File: src/rtl/lsrc_pkg.sv
package lsrc_pkg;

    localparam int DATA_W = 64;

    typedef struct packed {
        logic              ctrl;
        logic [DATA_W-1:0] data;
    } lword_t;

    typedef enum logic [1:0] {
        WSEL_32 = 2'b00,
        WSEL_16 = 2'b01,
        WSEL_8  = 2'b10,
        WSEL_64 = 2'b11
    } wsel_e;

    function automatic logic [DATA_W-1:0] trim_word(input logic [1:0] sel,
                                                     input logic [DATA_W-1:0] d);
        logic [DATA_W-1:0] ones;
        ones = '1;
        case (wsel_e'(sel))
            WSEL_32: return d & (ones >> (DATA_W - 32));
            WSEL_16: return d & (ones >> (DATA_W - 16));
            WSEL_8:  return d & (ones >> (DATA_W - 8));
            default: return d;
        endcase
    endfunction

endpackage

File: src/rtl/lsrc_fifo.sv
module lsrc_fifo
    import lsrc_pkg::*;
#(
    parameter int DEPTH = 64
) (
    input  logic                         clk,
    input  logic                         rst,
    input  logic                         wr_req,
    input  lword_t                       wr_word,
    input  logic                         rd_req,
    output lword_t                       head,
    output logic [$clog2(DEPTH+1)-1:0]   count,
    output logic                         ovf
);
    localparam int AW = (DEPTH > 1) ? $clog2(DEPTH) : 1;
    localparam int CW = $clog2(DEPTH+1);
    localparam logic [CW-1:0] CNT_FULL = CW'(DEPTH);
    localparam logic [AW-1:0] LAST     = AW'(DEPTH - 1);

    lword_t          mem [DEPTH];
    logic [AW-1:0]   wp, rp;
    logic            do_push, do_pop;

    assign do_push = wr_req && (count != CNT_FULL);
    assign do_pop  = rd_req && (count != '0);
    assign head    = mem[rp];

    always_ff @(posedge clk) begin
        if (do_push) mem[wp] <= wr_word;
    end

    always_ff @(posedge clk) begin
        if (rst) begin
            wp    <= '0;
            rp    <= '0;
            count <= '0;
            ovf   <= 1'b0;
        end else begin
            if (do_push) wp <= (wp == LAST) ? '0 : wp + 1'b1;
            if (do_pop)  rp <= (rp == LAST) ? '0 : rp + 1'b1;
            case ({do_push, do_pop})
                2'b10:   count <= count + 1'b1;
                2'b01:   count <= count - 1'b1;
                default: count <= count;
            endcase
            if (wr_req && !do_push) ovf <= 1'b1;
        end
    end

    AST_DROP_FLAG: assert property (@(posedge clk) disable iff (rst)
        (wr_req && count == CNT_FULL) |=> ovf) else $error("drop flag");
    AST_OVF_STICKY: assert property (@(posedge clk) disable iff (rst)
        ovf |=> ovf) else $error("ovf sticky");

endmodule

File: src/rtl/lsrc_flow.sv
module lsrc_flow #(
    parameter int DEPTH    = 64,
    parameter int HEADROOM = 16
) (
    input  logic                         clk,
    input  logic                         rst,
    input  logic [$clog2(DEPTH+1)-1:0]   count,
    input  logic                         fc_valid,
    input  logic                         fc_stop,
    output logic                         full_n
);
    localparam int CW = $clog2(DEPTH+1);
    localparam logic [CW-1:0] LIMIT = CW'(DEPTH - HEADROOM);

    logic stop_q;
    logic near_full;

    always_ff @(posedge clk) begin
        if (rst)           stop_q <= 1'b0;
        else if (fc_valid) stop_q <= fc_stop;
    end

    assign near_full = (count >= LIMIT);
    assign full_n    = !(near_full || stop_q);

    AST_STOP_CODE: assert property (@(posedge clk) disable iff (rst)
        (fc_valid && fc_stop) |=> !full_n) else $error("stop code");
    AST_RESUME_CODE: assert property (@(posedge clk) disable iff (rst)
        (fc_valid && !fc_stop) |=> !stop_q) else $error("resume code");

endmodule

File: src/rtl/lsrc_testgen.sv
module lsrc_testgen
    import lsrc_pkg::*;
(
    input  logic              clk,
    input  logic              rst,
    input  logic              advance,
    output logic [DATA_W-1:0] pattern
);
    always_ff @(posedge clk) begin
        if (rst)          pattern <= '0;
        else if (advance) pattern <= pattern + 1'b1;
    end
endmodule

File: src/rtl/lsrc_front.sv
module lsrc_front
    import lsrc_pkg::*;
#(
    parameter int DEPTH    = 64,
    parameter int HEADROOM = 16
) (
    input  logic              clk,
    input  logic              rst,
    input  logic              wr_n,
    input  logic              wr_ctrl,
    input  logic [63:0]       wr_data,
    input  logic [1:0]        width_sel,
    input  logic              test_n,
    input  logic              fc_valid,
    input  logic              fc_stop,
    input  logic              tx_ready,
    output logic              tx_valid,
    output logic              tx_ctrl,
    output logic [63:0]       tx_data,
    output logic              full_n,
    output logic              ovf
);
    localparam int CW = $clog2(DEPTH+1);

    lword_t            in_word, head;
    logic [CW-1:0]     count;
    logic [DATA_W-1:0] pattern;
    logic              test_on;

    assign test_on      = !test_n;
    assign in_word.ctrl = wr_ctrl;
    assign in_word.data = trim_word(width_sel, wr_data);

    lsrc_fifo #(.DEPTH(DEPTH)) u_fifo (
        .clk    (clk),
        .rst    (rst),
        .wr_req (!wr_n),
        .wr_word(in_word),
        .rd_req (tx_ready && !test_on),
        .head   (head),
        .count  (count),
        .ovf    (ovf)
    );

    lsrc_flow #(.DEPTH(DEPTH), .HEADROOM(HEADROOM)) u_flow (
        .clk     (clk),
        .rst     (rst),
        .count   (count),
        .fc_valid(fc_valid),
        .fc_stop (fc_stop),
        .full_n  (full_n)
    );

    lsrc_testgen u_tgen (
        .clk    (clk),
        .rst    (rst),
        .advance(test_on && tx_ready),
        .pattern(pattern)
    );

    always_comb begin
        if (test_on) begin
            tx_valid = 1'b1;
            tx_ctrl  = 1'b0;
            tx_data  = pattern;
        end else begin
            tx_valid = (count != '0);
            tx_ctrl  = head.ctrl;
            tx_data  = head.data;
        end
    end

    AST_RESET_STATE: assert property (@(posedge clk)
        rst |=> (full_n && !ovf)) else $error("reset state");
    AST_STALL_HOLD: assert property (@(posedge clk) disable iff (rst)
        (tx_valid && !tx_ready && test_n) |=>
            (!test_n || (tx_valid && $stable(tx_data) && $stable(tx_ctrl))))
        else $error("stall hold");
    AST_TEST_STEP: assert property (@(posedge clk) disable iff (rst)
        (!test_n && tx_ready) |=> (test_n || tx_data == $past(tx_data) + 64'd1))
        else $error("test step");

endmodule

File: config.mk
export PLATFORM = sky130hd
export DESIGN_NAME = lsrc_front
export DESIGN_NICKNAME = d
export VERILOG_FILES = /design/src/rtl/lsrc_pkg.sv /design/src/rtl/lsrc_fifo.sv /design/src/rtl/lsrc_flow.sv /design/src/rtl/lsrc_testgen.sv /design/src/rtl/lsrc_front.sv
export SDC_FILE = /design/constraint.sdc
export NUM_CORES = 2
export LEC_CHECK = 0
export ABC_CLOCK_PERIOD_IN_PS = 6950
export BUFFER_PORTS_ARGS = -buffer_cell sky130_fd_sc_hd__buf_2
export CELL_PAD_IN_SITES_DETAIL_PLACEMENT = 0
export CELL_PAD_IN_SITES_GLOBAL_PLACEMENT = 1
export CORE_MARGIN = 1
export CORE_UTILIZATION = 50
export CTS_CLUSTER_SIZE = 16
export DETAILED_ROUTE_END_ITERATION = 7
export GPL_TIMING_DRIVEN = 0
export HOLD_SLACK_MARGIN = 0.05
export PLACE_DENSITY_LB_ADDON = 0.25
export SYNTH_ARGS = -nofsm -noshare
export SYNTH_HDL_FRONTEND = slang
export SYNTH_HIERARCHICAL = 1
export SYNTH_MEMORY_MAX_BITS = 65536
export SYNTH_SLANG_ARGS = --single-unit
File: constraint.sdc
create_clock -name clk -period 6.95 [get_ports clk]
set_input_delay 1.0425 -clock clk [delete_from_list [all_inputs] [get_ports clk]]
set_output_delay 1.0425 -clock clk [all_outputs]
set_load 0.05 [all_outputs]
; ---- Word level (Yosys, flattened, before mapping)
; Memories as Yosys holds them, arrays and structs flattened. A register that Yosys moved wholly into a read port is not among the register bits.
; Cells that the tools add are included.
[word_totals]
register_bits = 85
ramBits = 4160
out_inout_bits = 68
word_cells = 44
mem_count = 1
[op_classes]
addsub = 5
magnitude_cmp = 1
eq_ne = 7
muxes = 11
reduce_logical = 13
[memory_table]
columns = memory, words, word_bits, rd, rd_clocked_by_memory_dff, write_ports, line_no
row1 = u_fifo.mem, 64, 65, 1, 1, 1, lsrc_fifo.sv:20  ; lword_t mem [DEPTH];
[ops]
columns = operator, count
row1 = $pmux W64 S3, 1
row2 = $add A64 B1 Y64 const B, 1
row3 = $mux W64, 1
row4 = $mux W6, 4
row5 = $pmux W7 S2, 1
row6 = $add A6 B1 Y6 const B, 2
row7 = $eq A6 B6 Y1 const B, 2
row8 = $add A7 B1 Y7 const B, 1
row9 = $ge A7 B6 Y1 const B, 1
row10 = $ne A7 B7 Y1 const B, 1
row11 = $reduce_bool A7 Y1, 1
row12 = $sub A7 B1 Y7 const B, 1
row13 = $logic_and A1 B1 Y1, 5
row14 = $eq A2 B1 Y1 const B, 2
row15 = $eq A2 B2 Y1 const B, 2
row16 = $logic_not A1 Y1, 4
row17 = $mux W1, 4
row18 = $logic_not A2 Y1, 1
row19 = $reduce_bool A2 Y1, 1
row20 = $logic_or A1 B1 Y1, 1

; ---- Logic depth before layout (Yosys ltp)
[logic_depth]
ltp_word = 4
ltp_mapped = 15

; ---- By module
; Netlist, hierarchy kept.
[by_module_without_submodules]
columns = module, instances, cells_per_inst, area_each_um2, seq_area_each_um2
row1 = lsrc_fifo, 1, 6700, 157752.5, 125440.3
row2 = lsrc_testgen, 1, 375, 3093.0, 1281.2
row3 = lsrc_front, 1, 144, 1237.4, 0.0
row4 = lsrc_flow, 1, 4, 46.3, 20.0

; ---- Least setup slack after synthesis
; No wires, ideal clock.
[synth_timing]
path_type = input to register
from = in wr_n
to = mem u_fifo/mem[59][0] (netlist name) (enable)
arrival_time_ns = 4.725
setup_slack_ns = 1.736
stages = 7
n_path_buf = 0
cell_sequence = inv_1 -> inv_1 -> a31oi_1 -> inv_1 -> nor2_1 -> nand3_1 -> nor2_1
[synth_via]
elab_chain_cells = 4
[synth_rtl]
columns = element, line_no
row1 = from (decl), lsrc_front.sv:9  ; input logic wr_n,
row2 = $logic_not A1 Y1, lsrc_front.sv:37  ; .wr_req (!wr_n),
row3 = $logic_and A1 B1 Y1, lsrc_fifo.sv:24  ; assign do_push = wr_req && (count != CNT_FULL);
row4 = $mux W1, lsrc_fifo.sv:29  ; if (do_push) mem[wp] <= wr_word;
row5 = $mux W1 (implied by the code), lsrc_fifo.sv:29
row6 = to (decl), lsrc_fifo.sv:20
; Every way passes these cells.

==> metrics.md <==
| Metric | Value |
|---|---|
| Cells after DPL | `~12000` |
| First-pass GRT wire length | `approximately 730000 um` |
| IR drop worst, VDD | `about 0.28 mV` |
| Max-slew violations | `44` |
| Async S/R FF share, synth | `0%` |
| Vias per cell | `6.95` |
| Yosys reg bits | `4251` |
| Vias in the first global route | `~85000` |
| Worst skew pair latency | `between 0.9 and 1 ns` |
| Root buf cell | `clkbuf_16` |
| Crit path kind | `reg2out` |
| Num CTS Buffers | `419` |
| GRT overflow | `0` |
| Final GP Congestion | `0.888` |
| Max capacitance violation total | `5` |
| Slew @ Worst Pin | `~1.6 ns` |
| Final HPWL DP | `378000 um` |
| Hold WC Path Type | `in2reg` |
| Capturing point of the worst reg2reg path | `u_fifo/mem[19][58]` |
| Die height | `571 um` |
| Synth Instances | `approximately 7200` |
| Mean area per synthesized cell | `about 22 sq um` |
| CTS max path bufs | `4` |
| Violated checks | `max-capacitance violations, max-slew violations, negative setup slack` |
| Largest net degree at the start of global routing | `65` |
| FF-to-FF path depth | `9` |
| Routed Antenna Nets | `0` |
| Post-route clock period utilization | `101%` |
| Endpoints failing hold | `0` |
| Tot Pwr | `55.8 mW` |
| Core area | `0.322 sq mm` |
| Number of fill cells in the layout | `~23000` |
| Netlist cell types | `65` |
| Fmax | `approximately 140 MHz` |
| Number of DRC markers in iteration 0 | `15661` |
| Synth Warn # | `6` |
| Die area | `0.327 sq mm` |
| H-tree depth | `5` |
| Area Growth Syn to Fin | `16.4%` |
| Hold slack | `0.308 ns` |
| Pleak | `56.3 nW` |
| Min cycle time layout | `7.02 ns` |
| Mapped Nets | `approximately 7300` |
| Setup violators final | `1` |
| RSZ-0062 raised after global routing | `false` |
| DR WL/cell | `43.0 um` |
| CTS tree | `built` |
| Pre-CTS WS | `0.404 ns` |
| Total number of vias | `just under 90000` |
| CP Launch Type | `register` |
| Max FO, Critical Path | `12` |
| Setup crit end kind | `output port` |
| Gr usage total | `between 30% and 40%` |
| Final worst slack | `-0.0729 ns` |
| Slew HR | `-5.68%` |
| R2r startpoint | `u_fifo/count[4]` |
| Netlist Area Pre-Place | `0.162 sq mm` |
| Main flop type after synthesis | `edfxtp_1` |
| CP Data Required Time | `5.91 ns` |
| Starting Density | `50.4%` |
| Number of port buffers | `140` |
| Finished Layout Cells | `roughly 13000` |
| First-pass iteration count of the detailed router | `6` |
| Clk sinks | `4251` |
| Rows | `208` |
| Clk pin slew, worst setup/hold paths | `~0.060 ns` |
| CTS Hold Buffers Added | `0` |
| DIE WIDTH | `571 um` |
| Top Ports | `142` |
| Nets@finish | `8157` |
| Pwr dens | `295 mW/mm^2` |
| Layout Skew | `0.0427 ns` |
| Ranking of synthesized cells by area | `edfxtp_1 (77%), mux4_2 (14%), dfxtp_1 (1.1%)` |
| Status | `finished with violations` |
| Top-count cell post-synth | `edfxtp_1` |
| Final WL | `549000 um` |
| Drt drc | `0` |
| Initial antenna violation count | `48` |
| Worst R2R Setup Slack | `2.68 ns` |
| Post-synth top area share | `77.0%` |
| Proportion of layout cells with a drive suffix above 1 | `29.2%` |
| Arrival @ worst endpoint | `5.98 ns` |
| Post-synth EDFFs | `around 4200` |
| Setup crit end | `tx_ctrl` |
| Yosys top cell by area | `edfxtp_1` |
| Commonest cells post-synth | `edfxtp_1 (4160), mux4_2 (1040), clkbuf_1 (219)` |
| Seq/Total Area, Yosys | `78.2%` |
[power by group]
group	switching (mW)	internal [mW]
Sequential	0.0253	28.2
Combinational	2.83	1.80
Clock	9.83	13.1
Total	12.7	43.1
[area by class of cell]
type                       count  area (sq um)  area share, %
timing repair buffer         433          6680           3.54
clock buffer                 515         11000           5.82
inverter                      13          53.8         0.0285
antenna                       44           110         0.0584
tap                         4305          5390           2.85
multi-input combinational   2534         34000           18.0
buffer                       425          1970           1.05
clock inverter               255          2790           1.48
sequential                  4251        127000           67.2
[metrics by stage]
stage / util, % / TNS [ns] / cell area, sq um
2_1_floorplan: - / 0 / 162000
3_3_place_gp: 52.3 / - / 168000
3_5_place_dp: 54.3 / 0 / 175000
4_1_cts: 58.6 / 0 / 189000
5_1_grt: 58.6 / 0 / 189000
6_report: 58.6 / -0.0729 / 189000
[kinds of logic after synthesis]
family                     count (synthesis)  share of synthesized area (%)
adders and majority gates                  6                         0.0463
AOI/OAI and AO/OA                        668                           3.06
xor gates and xnor gates                  51                          0.280
DFF                                     4251                           78.2
and+or+nand+nor                          697                           2.27
buffers and inverters                    438                           1.22
muxes                                   1112                           14.9
[critical path, stage by stage (launching register included)]
cell	delay [ns]
dfxtp_1	0.30
buf_2	0.19
buf_2	0.31
buf_4	0.44
nand2_1	0.76
clkbuf_1	1.14
o221ai_1	0.35
o21ai_0	0.28
and3_1	0.41
and2_1	0.42
buf_2	0.34
[layout by cell type, fill, tap and decap left out, drive strengths merged, types with 48 or more instances in the layout]
cell / instances
a211oi: 65
a221oi: 65
a22oi: 196
and3: 107
buf: 639
bufinv: 48
clkbuf: 734
clkinv: 182
dfxtp: 91
edfxtp: 4160
mux2: 68
mux4: 1040
nand2: 117
nand3: 93
nor2: 137
nor2b: 74
o221ai: 131
o22ai: 129
[timing repair]
item | CTS | global route
buffers inserted | 0 | 0
endpoints found under the hold margin | 0 | 0
resized for setup | 6 | 0
setup endpoints to repair | 43 | 0
[worst min path at each step]
stage	from	to	slack, ns	cells after the start
floorplan	u_tgen/pattern[4]	u_tgen/pattern[4]	0.46	2
global placement	u_fifo/ovf	u_fifo/ovf	0.47	2
detailed placement	u_fifo/ovf	u_fifo/ovf	0.47	2
CTS	fc_stop	u_flow/stop_q	0.27	3
global route	fc_stop	u_flow/stop_q	0.34	3
finish	fc_stop	u_flow/stop_q	0.31	3
[metal layers]
metal	part of all wire [%]	track usage [%]	vias to the layer above
met5	0.028	0	-
met4	5.9	17.2	20
met3	14	9.56	1324
met2	46	51.0	7179
met1	35	44.8	47438
li1	-	-	32867
[registers in the layout, indices dropped and copies added, names as in the netlist, named ones only]
signal	cells
u_tgen/pattern	64
u_fifo/rp	6
u_fifo/mem	4160
u_fifo/ovf	1
u_flow/stop_q	1
u_fifo/count	7
u_fifo/wp	6
No activity file was read; power rests on OpenSTA's default activity.
